### src/rtl/irq_agg_pkg.sv
package irq_agg_pkg;

  // Register kinds selected by the top two address bits.
  typedef enum logic [1:0] {
    KIND_MASK   = 2'd0,
    KIND_STATUS = 2'd1,
    KIND_CLEAR  = 2'd2,
    KIND_NONE   = 2'd3
  } regKind_e;

  // Strobes from control to datapath.
  typedef struct packed {
    logic     maskWr;
    logic     clrWr;
    regKind_e rdKind;
  } ctrlStrobes_t;

endpackage

### src/rtl/irq_agg_ctrl.sv
module irq_agg_ctrl
  import irq_agg_pkg::*;
#(
  parameter int unsigned WORDS  = 2,
  parameter int unsigned WIDX_W = 1,
  localparam int unsigned ADDR_W = 2 + WIDX_W
) (
  input  logic              wrEn,
  input  logic [ADDR_W-1:0] addr,
  output ctrlStrobes_t      strobes,
  output logic [WIDX_W-1:0] wordIdx
);

  regKind_e kind;
  logic     wordValid;

  always_comb begin
    kind      = regKind_e'(addr[ADDR_W-1 -: 2]);
    wordIdx   = addr[WIDX_W-1:0];
    wordValid = ({1'b0, wordIdx} < (WIDX_W+1)'(WORDS));
  end

  always_comb begin
    strobes.maskWr = wrEn && wordValid && (kind == KIND_MASK);
    strobes.clrWr  = wrEn && wordValid && (kind == KIND_CLEAR);
    strobes.rdKind = wordValid ? kind : KIND_NONE;
  end

endmodule

### src/rtl/irq_agg_word.sv
module irq_agg_word #(
  parameter int unsigned WORD_W = 32
) (
  input  logic              clk,
  input  logic              rstN,
  input  logic [WORD_W-1:0] srcIn,
  input  logic [WORD_W-1:0] wrData,
  input  logic              maskWr,
  input  logic              clrWr,
  output logic [WORD_W-1:0] maskQ,
  output logic [WORD_W-1:0] statusQ,
  output logic [WORD_W-1:0] clearQ,
  output logic [WORD_W-1:0] holdQ,
  output logic              anyStatus
);

  logic [WORD_W-1:0] captureVec;
  logic [WORD_W-1:0] statusNext;

  always_comb begin
    // Enabled, not held off; clear dominates capture.
    captureVec = srcIn & ~maskQ & ~holdQ;
    statusNext = (statusQ | captureVec) & ~clearQ;
    anyStatus  = |statusQ;
  end

  always_ff @(posedge clk or negedge rstN) begin
    if (!rstN) begin
      maskQ   <= '1;
      statusQ <= '0;
      clearQ  <= '0;
      holdQ   <= '0;
    end else begin
      if (maskWr) maskQ <= wrData;
      clearQ  <= clrWr ? wrData : '0;
      holdQ   <= clearQ;
      statusQ <= statusNext;
    end
  end

endmodule

### src/rtl/irq_agg_datapath.sv
module irq_agg_datapath
  import irq_agg_pkg::*;
#(
  parameter int unsigned NUM_SRC = 64,
  parameter int unsigned WORD_W  = 32,
  parameter int unsigned WORDS   = 2,
  parameter int unsigned WIDX_W  = 1
) (
  input  logic               clk,
  input  logic               rstN,
  input  logic [NUM_SRC-1:0] srcIn,
  input  logic [WORD_W-1:0]  wrData,
  input  ctrlStrobes_t       strobes,
  input  logic [WIDX_W-1:0]  wordIdx,
  output logic [WORD_W-1:0]  rdData,
  output logic               irqOut,
  output logic [NUM_SRC-1:0] maskAll,
  output logic [NUM_SRC-1:0] statusAll,
  output logic [NUM_SRC-1:0] clearAll,
  output logic [NUM_SRC-1:0] holdAll
);

  logic [WORD_W-1:0] maskW   [WORDS];
  logic [WORD_W-1:0] statusW [WORDS];
  logic [WORDS-1:0]  anyVec;
  logic              irqQ;

  for (genvar w = 0; w < WORDS; w++) begin : g_word
    logic selHit;
    assign selHit = (wordIdx == WIDX_W'(w));

    irq_agg_word #(.WORD_W(WORD_W)) u_word (
      .clk       (clk),
      .rstN      (rstN),
      .srcIn     (srcIn[w*WORD_W +: WORD_W]),
      .wrData    (wrData),
      .maskWr    (strobes.maskWr && selHit),
      .clrWr     (strobes.clrWr && selHit),
      .maskQ     (maskAll[w*WORD_W +: WORD_W]),
      .statusQ   (statusAll[w*WORD_W +: WORD_W]),
      .clearQ    (clearAll[w*WORD_W +: WORD_W]),
      .holdQ     (holdAll[w*WORD_W +: WORD_W]),
      .anyStatus (anyVec[w])
    );

    assign maskW[w]   = maskAll[w*WORD_W +: WORD_W];
    assign statusW[w] = statusAll[w*WORD_W +: WORD_W];
  end

  always_ff @(posedge clk or negedge rstN) begin
    if (!rstN) irqQ <= 1'b0;
    else       irqQ <= |anyVec;
  end

  assign irqOut = irqQ;

  // Clear words always read as zero.
  always_comb begin
    unique case (strobes.rdKind)
      KIND_MASK:   rdData = maskW[wordIdx];
      KIND_STATUS: rdData = statusW[wordIdx];
      default:     rdData = '0;
    endcase
  end

endmodule

### src/rtl/irq_aggregator.sv
module irq_aggregator
  import irq_agg_pkg::*;
#(
  parameter  int unsigned NUM_SRC = 64,
  parameter  int unsigned WORD_W  = 32,
  localparam int unsigned WORDS   = NUM_SRC / WORD_W,
  localparam int unsigned WIDX_W  = (WORDS > 1) ? $clog2(WORDS) : 1,
  localparam int unsigned ADDR_W  = 2 + WIDX_W
) (
  input  logic               clk,
  input  logic               rstN,
  input  logic [NUM_SRC-1:0] srcIn,
  input  logic               wrEn,
  input  logic [ADDR_W-1:0]  addr,
  input  logic [WORD_W-1:0]  wrData,
  output logic [WORD_W-1:0]  rdData,
  output logic               irqOut
);

  ctrlStrobes_t       strobes;
  logic [WIDX_W-1:0]  wordIdx;
  logic [NUM_SRC-1:0] maskAll;
  logic [NUM_SRC-1:0] statusAll;
  logic [NUM_SRC-1:0] clearAll;
  logic [NUM_SRC-1:0] holdAll;

  irq_agg_ctrl #(.WORDS(WORDS), .WIDX_W(WIDX_W)) u_ctrl (
    .wrEn    (wrEn),
    .addr    (addr),
    .strobes (strobes),
    .wordIdx (wordIdx)
  );

  irq_agg_datapath #(
    .NUM_SRC(NUM_SRC), .WORD_W(WORD_W), .WORDS(WORDS), .WIDX_W(WIDX_W)
  ) u_dp (
    .clk       (clk),
    .rstN      (rstN),
    .srcIn     (srcIn),
    .wrData    (wrData),
    .strobes   (strobes),
    .wordIdx   (wordIdx),
    .rdData    (rdData),
    .irqOut    (irqOut),
    .maskAll   (maskAll),
    .statusAll (statusAll),
    .clearAll  (clearAll),
    .holdAll   (holdAll)
  );

endmodule

### config.mk
export PLATFORM = sky130hd
export DESIGN_NAME = irq_aggregator
export DESIGN_NICKNAME = d
export VERILOG_FILES = /design/src/rtl/irq_agg_pkg.sv /design/src/rtl/irq_agg_ctrl.sv /design/src/rtl/irq_agg_word.sv /design/src/rtl/irq_agg_datapath.sv /design/src/rtl/irq_aggregator.sv
export SDC_FILE = /design/constraint.sdc
export NUM_CORES = 1
export LEC_CHECK = 0
export CORE_ASPECT_RATIO = 0.7
export CORE_UTILIZATION = 52
export CTS_CLUSTER_DIAMETER = 200
export CTS_CLUSTER_SIZE = 40
export DETAILED_ROUTE_END_ITERATION = 8
export DONT_BUFFER_PORTS = 1
export PLACE_DENSITY = 0.72
export SLEW_MARGIN = 20
export SYNTH_ARGS = -nofsm -noshare
export SYNTH_HDL_FRONTEND = slang
export SYNTH_HIERARCHICAL = 1
export SYNTH_SLANG_ARGS = --single-unit
### constraint.sdc
create_clock -name clk -period 2.2 [get_ports clk]
set_clock_uncertainty 0.05 [all_clocks]
set_input_delay 0.33 -clock clk [delete_from_list [all_inputs] [get_ports clk]]
set_output_delay 0.33 -clock clk [all_outputs]
set_load 0.01 [all_outputs]
== Word level (Yosys, flattened, before mapping) ==
Cells that the tools add are included.

* Input port bits: 102
* Register bits: 257
* Output and inout port bits: 33
* Logic and storage cells: 45

* Reduce and logical (&&, ||, !) cells: 8
* $lt $le $gt $ge: 1
* Equal/unequal tests: 2
* Muxes and demuxes: 9
* Bitwise operators: 16

{| class="wikitable"
|+ Operator list
! operator !! number
|-
| 32-bit 2-to-1 mux || 8
|-
| 32-bit AND || 6
|-
| 32-bit inverter || 6
|-
| 32-bit bitwise OR || 2
|-
| 32-bit one-hot mux with 2 select lines || 1
|-
| 64-bit OR reduction || 1
|-
| 1-bit logical AND || 6
|-
| 2-bit by 1-bit == test with 1-bit output (second input constant) || 1
|-
| 2-bit == test (second input constant) || 1
|-
| 2-bit greater-or-equal comparator (second input constant) || 1
|-
| 2-bit zero test || 1
|-
| 1-bit inverter with 2-bit output || 1
|-
| 1-bit inverter || 1
|}

== Depth between registers and ports, before layout ==
Gate-level depths: netlist of run 1.

* Word-level depth: 5
* Gate-level depth with buffers: 5
* Gate-level depth less buffers: 4

== Hierarchy ==
Netlist of run 1, hierarchy kept.

{| class="wikitable"
|+ Modules (own cells, without submodules)
! module !! area each (µm²) !! cells an instance !! times used !! sequential area each (µm²)
|-
| irq_agg_word || 4441.8 || 306 || 2 || 3243.1
|-
| irq_agg_datapath || 1029.7 || 118 || 1 || 25.0
|-
| irq_agg_ctrl || 43.8 || 5 || 1 || 0.0
|}

== Least setup slack after synthesis of run 1 ==
Ideal clock, no wire load.

* Path type: input to output
* From: in addr[0]
* To: out rdData[0]
* Data required time: 1.820 ns
* Path buffers: 3
* Arrival: 1.177 ns
* Slack: 0.643 ns
* Stages: 5
* Path through: buf_4 -> or2_1 -> buf_6 -> buf_6 -> o22ai_1

* Word-level cells in the longest chain between the ends: 5
* Elaborated cells between the ends (all ways): 8
* Those cells by class: 7 x mux; 1 x bitwise

{| class="wikitable"
|+ Ends and longest elaborated chain
! item !! RTL line !! RTL
|-
| from (decl) || irq_aggregator.sv:14 || <nowiki>input logic [ADDR_W-1:0] addr,</nowiki>
|-
| 1-bit inverter with 2-bit output (implied by the code) * || irq_agg_datapath.sv:60, irq_agg_datapath.sv:61 ||
|-
| 32-bit 2-to-1 mux, on equally long branches (3 in series) || irq_agg_datapath.sv:61, irq_agg_datapath.sv:60 ||
|-
| 32-bit one-hot mux with 2 select lines * || irq_agg_datapath.sv:59 || <nowiki>unique case (strobes.rdKind)</nowiki>
|-
| to (decl) || irq_aggregator.sv:16 || <nowiki>output logic [WORD_W-1:0] rdData,</nowiki>
|}

Mark *: on every way between the ends. The rest lies on a longest branch, timed or not. The select of a mux whose other input is x is not followed.

== Worst setup path in the final report of run 1 ==
* From: reg u_dp.g_word[0].u_word.statusQ[6]
* To: reg u_dp.irqQ (netlist: u_dp/irqOut)

* Word-level cells in the longest chain between the ends: 1

{| class="wikitable"
|+ Ends and longest elaborated chain
! item !! RTL line !! RTL
|-
| from (decl) || irq_agg_word.sv:11 || <nowiki>output logic [WORD_W-1:0] statusQ,</nowiki>
|-
| from (signal assigned) || irq_agg_word.sv:37 || <nowiki>statusQ <= statusNext;</nowiki>
|-
| 64-bit OR reduction || irq_agg_datapath.sv:52 || <nowiki>else irqQ <= |anyVec;</nowiki>
|-
| to (signal assigned) || irq_agg_datapath.sv:52 ||
|-
| to (decl) || irq_agg_datapath.sv:26 || <nowiki>logic irqQ;</nowiki>
|}

Every way passes these cells.
A chain may end at the register's enable or synchronous reset.

==> impl_metrics.csv, run 1 <==
group,metric,value,unit
critical_path,crit_chain,"nor4_1 -> nand4_1 -> or2_1 -> or2_1",
clocking,clock_latency,500,ps
critical_path,path_max_fanout,3,
critical_path,max_stage_delay,690,ps
sta,worstMarginPinSlew,784.9,ps
global_route,grt_pass1_vias,6345,
critical_path,crit_top_cell,"or2_1",
synthesis,syn_nets,837,
layout,syn_to_final_growth,14.48,%
critical_path,endpoint_kind,"flip-flop",
detailed_routing,drt-total-wl,21770,µm
floorplanning,rows,41,
critical_path,path_class,"flip-flop to flip-flop",
placement,place_ws,336.2,ps
clocking,cts_made_buffers,10,
floorplanning,core,18370,µm²
placement,hpwl,13620,µm
synthesis,syn_area,9957,µm²
sta,worst_slack,283.9,ps
layout,fillerInstances,1392,
layout,final_cells,1062,
synthesis,synth_warnings,6,
sta,fin_crit,1916,ps
clocking,hold_buffers,96,
global_route,grt_start_max_net_pins,258,
floorplanning,ioPinCount,135,
layout,drive_gt1_frac,0.1915,
detailed_routing,drc_errors,0,
detailed_routing,wl_per_cell,20.50,µm
power_and_ir_drop,power_density,806.1,nW/µm²
placement,dp_cells,951,
clocking,cts_tree,"built",
placement,io_buffers,0,
floorplanning,fp.dieH,117.8,µm
global_route,antenna_found_initial,1,
clocking,clockBufferDepth,3,
detailed_routing,vias,5932,
synthesis,synth_cells,735,
detailed_routing,ant_nets,0,
layout,stdcell_area,11400,µm²
clocking,cts_resized,0,
run_status,status,"finished with violations",
detailed_routing,viasPerCell,5.586,
critical_path,path_delay_family,"simple AND/OR/NAND/NOR gates",
placement,routabilityCongestion,0.7621,
critical_path,cp-start-kind,"flip-flop",
layout,layout.nets,925,
detailed_routing,first_pass_iters,5,
critical_path,critPathBufInv,0,
floorplanning,dieArea,19710,µm²
floorplanning,die_x,167.4,µm
global_route,grt_pass1_wl,34880,µm
power_and_ir_drop,ir_drop,0.0004577,V
sta,max_slew_margin,0.4719,
run_status,violations,"negative hold slack",
run,max_cap_violations,0,
critical_path,crit_required,2560,ps
sta,whs,-528.9,ps
synthesis,seq_area_frac_synth,0.6539,
hold_path,hold_path.class,"input port to asynchronous set/reset pin",
power_and_ir_drop,p_leak,5.037,nW
floorplanning,initial_core_util,0.5422,
sta,setup_viol,0,
sta,fin_crit_sh,0.8709,
synthesis,ys_ff_latch,257,
clocking,cts_num_sinks,257,
sta,clock.fmax,521.9,MHz
global_route,track_usage,0.2263,
global_route,gr-total-overflow,0,
sta,drv_slew,0,
clocking,cts-root-buf,"clkbuf_16",
critical_path,crit_slowest_cell,"nor4_1",
synthesis,synth.avg_cell_area,13.55,µm²
placement,place_area,10130,µm²
synthesis,synth.distinct_cells,22,
sta,rsz0062_at_grt,"false",
detailed_routing,drt_first_iter_violations,413,
clocking,h-tree-depth,1,
clocking,clk_pin_slew,140,ps
critical_path,critPathArrivalTime,2270,ps
sta,fin_setup_tns,0,ps
clocking,postCtsSetupBuffers,0,
sta,finalHoldViolCount,257,
==> where the power goes <==
part | internal (W) | total [W] | switching (W)
logic | 0.000726 | 0.00122 | 0.000491
clock network | 0.000887 | 0.00230 | 0.00141
registers | 0.00533 | 0.00567 | 0.000345
==> layout make-up <==
type,instances,area [µm²],share of cell area
well taps,236,295.3,0.02591
clock buffers,12,257.7,0.02261
multi-input cells,447,3217,0.2822
repair buffers,107,1069,0.09374
flip-flops and latches,257,6511,0.5712
diodes,1,2.502,0.0002195
clock inverters,2,46.29,0.004061
==> state kept, by name, indices dropped and copies added (netlist names) <==
signal / cells
u_dp/g_word.u_word/holdQ: 64
u_dp/g_word.u_word/clearQ: 64
u_dp/g_word.u_word/statusQ: 64
u_dp/irqOut: 1
u_dp/g_word.u_word/maskQ: 64
==> path summary, 6_finish.rpt <==
kind	start	to	slack, ps	cells after the start
worst max-delay path	u_dp/g_word[0].u_word/statusQ[6]	u_dp/irqOut	280	4
worst min-delay path	rstN	u_dp/g_word[1].u_word/holdQ[13]	-530	0
worst max register to register	u_dp/g_word[0].u_word/statusQ[6]	u_dp/irqOut	280	4
worst min register to register	u_dp/g_word[1].u_word/clearQ[13]	u_dp/g_word[1].u_word/holdQ[13]	330	0
max in group asynchronous	rstN	u_dp/g_word[0].u_word/statusQ[24]	2110	0
min in group clk	addr[0]	u_dp/g_word[1].u_word/maskQ[6]	210	2
==> placed cells by master, fill, tap and decap left out, drive strengths merged <==
| master | synthesis | final |
|---|---|---|
| nor2 | 128 | 128 |
| and2 | 66 | 66 |
| dfrtp | 193 | 193 |
| dfstp | 64 | 64 |
| diode | 0 | 1 |
| o22ai | 32 | 32 |
| or2b | 1 | 1 |
| a21oi | 64 | 64 |
| mux2 | 64 | 64 |
| buf | 25 | 11 |
| nor2b | 2 | 2 |
| nand4 | 4 | 4 |
| clkinv | 0 | 2 |
| clkbuf | 6 | 12 |
| or2 | 4 | 4 |
| mux2i | 64 | 64 |
| dlygate4sd3 | 0 | 96 |
| nor3b | 1 | 1 |
| nor4 | 16 | 16 |
| and3b | 1 | 1 |
==> metal layers <==
| layer | track usage | share of wire | vias to the layer above | wire (µm) |
|---|---|---|---|---|
| li1 | - | - | 2678 | - |
| met1 | 0.3185 | 0.46 | 3064 | 10050 |
| met2 | 0.3638 | 0.47 | 158 | 10180 |
| met3 | 0.04976 | 0.053 | 32 | 1164 |
| met4 | 0.04644 | 0.018 | 0 | 382 |
| met5 | 0 | 0 | - | 0 |
==> metrics by stage <==
step                  util  power (W)
finish              0.6207   0.009188
global route        0.6207   0.009572
CTS                 0.6205   0.009257
detailed placement  0.5516   0.006779
global placement    0.5516   0.006702
floorplan                -   0.006550
==> kinds of logic (layout without fill, tap and decap cells) <==
logic type | after synthesis | after routing | share of synthesized area
buf+inv | 31 | 121 | 0.02400
simple gates | 223 | 223 | 0.1105
other cells | 0 | 1 | 0
mux | 128 | 128 | 0.1593
flops | 257 | 257 | 0.6539
compound gates | 96 | 96 | 0.05227
==> cells in the mapped netlist <==
master / n / area share
mux2i_1: 64 / 0.064
clkbuf_1: 6 / 0.0023
nor4_1: 14 / 0.0088
and2_2: 2 / 0.0015
nor4_2: 2 / 0.0025
and3b_1: 1 / 0.00088
nor3b_2: 1 / 0.0013
or2_1: 4 / 0.0025
dfstp_2: 64 / 0.17
nor2b_1: 2 / 0.0013
buf_6: 11 / 0.012
o22ai_1: 32 / 0.020
buf_4: 9 / 0.0068
a21oi_1: 64 / 0.032
or2b_1: 1 / 0.00075
dfrtp_1: 193 / 0.49
mux2_2: 4 / 0.0045
nor2_1: 128 / 0.048
and2_1: 64 / 0.040
mux2_4: 60 / 0.090
nand4_1: 4 / 0.0025
buf_2: 5 / 0.0025
==> worst register-to-register path: cells and delay by family, from the launching register on <==
kind / cells / cell delay [ps]
flip-flops: 1 / 430
AND/OR/NAND/NOR: 4 / 1360
No activity file was read; power rests on OpenSTA's default activity.
==> run 2: changes to the inputs <==
--- a/config.mk
+++ b/config.mk
@@ -5,12 +5,15 @@
 export SDC_FILE = /design/constraint.sdc
 export NUM_CORES = 1
 export LEC_CHECK = 0
+export ABC_CLOCK_PERIOD_IN_PS = 2200
 export CORE_ASPECT_RATIO = 0.7
 export CORE_UTILIZATION = 52
+export CTS_BUF_LIST = sky130_fd_sc_hd__clkbuf_16
 export CTS_CLUSTER_DIAMETER = 200
 export CTS_CLUSTER_SIZE = 40
 export DETAILED_ROUTE_END_ITERATION = 8
 export DONT_BUFFER_PORTS = 1
+export HOLD_SLACK_MARGIN = 0.12
 export PLACE_DENSITY = 0.72
 export SLEW_MARGIN = 20
 export SYNTH_ARGS = -nofsm -noshare
==> run 2 against run 1 <==
Effect of this change:
- the flow still finishes with violations (negative hold slack)
- critical endpoint unchanged
- via count shrank 0.35%
- global-route usage is the same
- non-clock buffer count did not move
- clock-buffer cell count shrank 2
- final cell count unchanged
- die area stayed put
- register-to-register slack is essentially flat
- critical path depth stayed put
==> impl_metrics.csv, run 2 (synthesis gave the netlist of run 1 again) <==
group,metric,value,unit
run_status,status,"finished with violations",
run_status,violations,"negative hold slack",
power_and_ir_drop,power_density,804.6,nW/µm²
power_and_ir_drop,power_frac_clock,0.249,
floorplanning,initial_core_util,0.5422,
critical_path,path_class,"flip-flop to flip-flop",
clocking,clockBufferDepth,3,
critical_path,timing.rr.end,"u_dp/irqOut",
layout,layout_commonest_cell,"dfrtp_1",
critical_path,r2r-start,"u_dp/g_word[0].u_word/statusQ[6]",
detailed_routing,first_pass_iters,4,
floorplanning,ioPinCount,135,
sta,fin_setup_tns,0,ps
floorplanning,rows,41,
clocking,postCtsSetupBuffers,0,
global_route,busiest_layer,"met2",
detailed_routing,ant_nets,0,
power_and_ir_drop,p_seq_frac,0.618,
sta,fin_crit,1928,ps
sta,max_slew_margin,0.4716,
sta,clock.fmax,518.6,MHz
global_route,grt_pass1_vias,6345,
sta,drv_slew,0,
power_and_ir_drop,switchingPower,0.002241,W
floorplanning,core,18370,µm²
detailed_routing,drt-total-wl,21860,µm
critical_path,path_max_fanout,3,
clocking,hold_buffers,96,
placement,place_ws,336.2,ps
global_route,gr-usage-met3,0.04976,
layout,layout_common_cells,"193 x dfrtp_1, 128 x nor2_1, 96 x dlygate4sd3_1",
power_and_ir_drop,intPower,0.006930,W
layout,syn_to_final_growth,14.48,%
sta,worstMarginPinSlew,785.3,ps
placement,hpwl,13620,µm
placement,routabilityCongestion,0.7621,
hold_path,hold_path.class,"input port to asynchronous set/reset pin",
critical_path,r2r_cells,4,
sta,whs,-526.4,ps
detailed_routing,wl_per_cell,20.58,µm
global_route,grt_pass1_wl,34880,µm
global_route,gr-total-overflow,0,
power_and_ir_drop,p_leak,5.046,nW
clocking,cts-root-buf,"clkbuf_16",
detailed_routing,viasPerCell,5.566,
sta,fin_crit_sh,0.8765,
sta,rsz0062_at_grt,"false",
sta,worst_slack,271.6,ps
critical_path,crit_top_cell,"or2_1",
power_and_ir_drop,p_total,0.009171,W
global_route,grt_use_met2,0.3638,
critical_path,max_stage_delay,710,ps
clocking,cts_num_sinks,257,
clocking,clk_pin_slew,140,ps
critical_path,cp-start-kind,"flip-flop",
power_and_ir_drop,power_frac_comb,0.133,
global_route,grt_start_max_net_pins,258,
sta,setup_viol,0,
floorplanning,dieArea,19710,µm²
layout,drive_gt1_frac,0.1915,
clocking,cts_tree,"built",
global_route,antenna_found_initial,1,
run,max_cap_violations,0,
detailed_routing,vias,5911,
detailed_routing,drc_errors,0,
power_and_ir_drop,ir_drop,0.0004543,V
floorplanning,fp.dieH,117.8,µm
placement,io_buffers,0,
clocking,cts_resized,0,
layout,layout.nets,925,
sta,finalHoldViolCount,257,
power_and_ir_drop,swShare,0.2443,
critical_path,reg2reg_setup_slack,270,ps
floorplanning,die_x,167.4,µm
clocking,cts_made_buffers,10,
critical_path,endpoint_kind,"flip-flop",
clocking,h-tree-depth,1,
layout,fillerInstances,1392,
clocking,clock_latency,500,ps
global_route,track_usage,0.2263,
critical_path,crit_chain,"nor4_1 -> nand4_1 -> or2_1 -> or2_1",
critical_path,crit_required,2560,ps
detailed_routing,drt_first_iter_violations,449,
global_route,grt_use_met1,0.3185,
critical_path,critPathArrivalTime,2280,ps
critical_path,crit_slowest_cell,"nor4_1",
run 2: stage by stage:
stage               instance area, µm²  instances    util
floorplan                         9957        735       -
global placement                 10130        951  0.5516
detailed placement               10130        951  0.5516
CTS                              11400       1061  0.6205
global route                     11400       1062  0.6207
finish                           11400       1062  0.6207
run 2: power by group through the flow:
stage                     sequential (W)  clock [W]  combinational (W)
after global routing             0.00573    0.00252            0.00131
after global placement           0.00571          0           0.000992
after detailed placement         0.00575          0            0.00103
after CTS                        0.00566    0.00238            0.00121
after floorplan                  0.00563          0           0.000921
final                            0.00567    0.00228            0.00122
run 2: layer usage:
layer / share of wire / vias up
li1: - / 2676
met1: 0.46 / 3033
met2: 0.47 / 169
met3: 0.058 / 33
met4: 0.018 / 0
met5: 0 / -
run 2: worst max path at each step:
| stage | from | end | slack, ps | cells past startpoint |
|---|---|---|---|---|
| 2_1_floorplan | addr[0] | rdData[0] | 640 | 5 |
| 3_3_place_gp | u_dp/g_word[1].u_word/statusQ[6] | u_dp/irqOut | 330 | 4 |
| 3_5_place_dp | u_dp/g_word[0].u_word/statusQ[6] | u_dp/irqOut | 340 | 4 |
| 4_1_cts | u_dp/g_word[1].u_word/maskQ[19] | rdData[19] | 300 | 3 |
| 5_1_grt | u_dp/g_word[1].u_word/maskQ[19] | rdData[19] | 240 | 3 |
| 6_report | u_dp/g_word[0].u_word/statusQ[6] | u_dp/irqOut | 270 | 4 |
run 2: cell type report:
type	count	area [µm²]	area share
Multi-Input combinational cell	447	3217	0.2822
Sequential cell	257	6511	0.5712
Antenna cell	1	2.502	0.0002195
Clock inverter	4	53.80	0.004720
Tap cell	236	295.3	0.02591
Clock buffer	10	250.2	0.02195
Timing Repair Buffer	107	1069	0.09374
run 2: worst max-delay path: cells and delay by family, from the launching register on:
| family | cells | cell delay (ps) |
|---|---|---|
| AND/OR/NAND/NOR | 4 | 1380 |
| flip-flops | 1 | 430 |
==> run 3: changes to the inputs <==
--- a/config.mk
+++ b/config.mk
@@ -6,6 +6,8 @@
 export NUM_CORES = 1
 export LEC_CHECK = 0
 export ABC_CLOCK_PERIOD_IN_PS = 2200
+export CELL_PAD_IN_SITES_DETAIL_PLACEMENT = 1
+export CELL_PAD_IN_SITES_GLOBAL_PLACEMENT = 1
 export CORE_ASPECT_RATIO = 0.7
 export CORE_UTILIZATION = 52
 export CTS_BUF_LIST = sky130_fd_sc_hd__clkbuf_16
@@ -14,7 +16,7 @@
 export DETAILED_ROUTE_END_ITERATION = 8
 export DONT_BUFFER_PORTS = 1
 export HOLD_SLACK_MARGIN = 0.12
-export PLACE_DENSITY = 0.72
+export PLACE_DENSITY = 0.84
 export SLEW_MARGIN = 20
 export SYNTH_ARGS = -nofsm -noshare
 export SYNTH_HDL_FRONTEND = slang
==> run 3 against run 2 <==
Effect of this change:
- the flow still finishes with violations (negative hold slack)
- combinational power grew 7%
- critical path type is now flip-flop to output pin
- die area unchanged
- clock power grew 5%
- utilization is 0.17 points higher
- global-route usage up 5.7 points
- non-clock buffer count rose by 2
- sequential power grew 0.9%
- clock-buffer cell count up 1
- power is 2.5% higher
- largest cell class unchanged
- final cell count increased by 0.38%
==> impl_metrics.csv, run 3 (synthesis gave the netlist of run 1 again) <==
group,metric,value,unit
clocking,postCtsSetupBuffers,0,
detailed_routing,first_pass_iters,4,
critical_path,max_stage_delay,610,ps
placement,io_buffers,0,
critical_path,reg2reg_setup_slack,270,ps
sta,fin_setup_tns,0,ps
detailed_routing,drc_errors,0,
critical_path,cp-start-kind,"flip-flop",
sta,whs,-537.7,ps
run_status,violations,"negative hold slack",
clocking,cts_resized,0,
critical_path,endpoint_kind,"output pin",
critical_path,path_max_fanout,3,
layout,syn_to_final_growth,14.79,%
placement,hpwl,15750,µm
global_route,grt_pass1_vias,7312,
hold_path,hold_path.class,"input port to asynchronous set/reset pin",
critical_path,crit_chain,"mux2i_1 -> o22ai_1",
critical_path,r2r-start,"u_dp/g_word[0].u_word/statusQ[6]",
power_and_ir_drop,p_leak,5.073,nW
layout,fillerInstances,1771,
detailed_routing,drt-total-wl,26770,µm
power_and_ir_drop,power_density,822.4,nW/µm²
global_route,track_usage,0.2834,
layout,layout.nets,927,
clocking,cts-root-buf,"clkbuf_16",
sta,rsz0062_at_grt,"false",
sta,max_slew_margin,0.4725,
floorplanning,ioPinCount,135,
detailed_routing,vias,6165,
floorplanning,die_x,167.4,µm
clocking,cts_tree,"built",
clocking,clock_latency,490,ps
global_route,grt_use_met2,0.4971,
clocking,clockBufferDepth,3,
global_route,gr-usage-met3,0.04943,
global_route,gr-total-overflow,0,
sta,drv_slew,0,
floorplanning,initial_core_util,0.5422,
placement,routabilityCongestion,0.7751,
layout,layout_commonest_cell,"dfrtp_1",
global_route,grt_pass1_wl,42640,µm
layout,multi_input_comb_area,3217,µm²
critical_path,crit_slowest_cell,"dfstp_2",
floorplanning,fp.dieH,117.8,µm
detailed_routing,viasPerCell,5.783,
global_route,antenna_found_initial,1,
sta,worstMarginPinSlew,784.0,ps
detailed_routing,ant_nets,0,
global_route,grt_start_max_net_pins,258,
layout,final-seq-area,6511,µm²
clocking,cts_num_sinks,257,
power_and_ir_drop,ir_drop,0.0005748,V
layout,drive_gt1_frac,0.1930,
clocking,cts_made_buffers,10,
critical_path,path_class,"flip-flop to output pin",
sta,fin_crit,1949,ps
floorplanning,core,18370,µm²
global_route,grt_use_met1,0.3620,
critical_path,crit_required,1820,ps
detailed_routing,wl_per_cell,25.11,µm
clocking,h-tree-depth,1,
run_status,status,"finished with violations",
critical_path,r2r_cells,4,
clocking,clk_pin_slew,140,ps
floorplanning,rows,41,
floorplanning,dieArea,19710,µm²
sta,fin_crit_sh,0.8859,
sta,finalHoldViolCount,257,
sta,clock.fmax,513.1,MHz
global_route,busiest_layer,"met2",
sta,setup_viol,0,
detailed_routing,drt_first_iter_violations,491,
critical_path,critPathArrivalTime,1570,ps
run,max_cap_violations,0,
critical_path,timing.rr.end,"u_dp/irqOut",
layout,layout_common_cells,"193 x dfrtp_1, 128 x nor2_1, 96 x dlygate4sd3_1",
clocking,hold_buffers,96,
run 3: critical path: cells and delay by family, from the launching register on:
kind	cells	cell delay, ps
multiplexers	1	120
flip-flops	1	610
AO/OA/AOI/OAI	1	360
run 3: how the worst max path moves through the flow:
stage / start / end / slack (ps) / depth (start not counted)
floorplan: addr[0] / rdData[0] / 640 / 5
global placement: u_dp/g_word[1].u_word/statusQ[6] / u_dp/irqOut / 260 / 4
detailed placement: u_dp/g_word[1].u_word/statusQ[6] / u_dp/irqOut / 300 / 4
CTS: u_dp/g_word[0].u_word/maskQ[0] / rdData[0] / 250 / 2
global route: u_dp/g_word[1].u_word/statusQ[6] / u_dp/irqOut / 130 / 4
finish: u_dp/g_word[0].u_word/maskQ[0] / rdData[0] / 250 / 2
run 3: metrics by stage:
step	power (W)	cell area [µm²]	setup slack, ps	instances	util
floorplan	0.006550	9957	642.8	735	-
global placement	0.006699	10150	257.0	953	0.5525
detailed placement	0.006830	10150	304.6	953	0.5525
CTS	0.009364	11430	252.7	1065	0.6222
global route	0.009764	11430	127.9	1065	0.6222
finish	0.009400	11430	251.0	1066	0.6224
run 3: final cells by class:
| class | instances | area share |
|---|---|---|
| flip-flops and latches | 257 | 0.5697 |
| well taps | 236 | 0.02583 |
| multi-input cells | 447 | 0.2814 |
| clock buffers | 11 | 0.02408 |
| repair buffers | 109 | 0.09480 |
| diodes | 1 | 0.0002189 |
| clock inverters | 5 | 0.003941 |
run 3: metal layers:
layer	vias up	wire length (µm)	share of wire
li1	2678	-	-
met3	50	1123	0.042
met5	-	0	0
met4	0	659	0.025
met1	3279	11250	0.42
met2	158	13740	0.51
run 3: power breakdown:
part           internal [W]  switching, W  leakage (nW)  total, W
registers           0.00533      0.000387          3.05   0.00572
logic              0.000726      0.000574          1.85   0.00130
clock network      0.000944       0.00144         0.168   0.00239
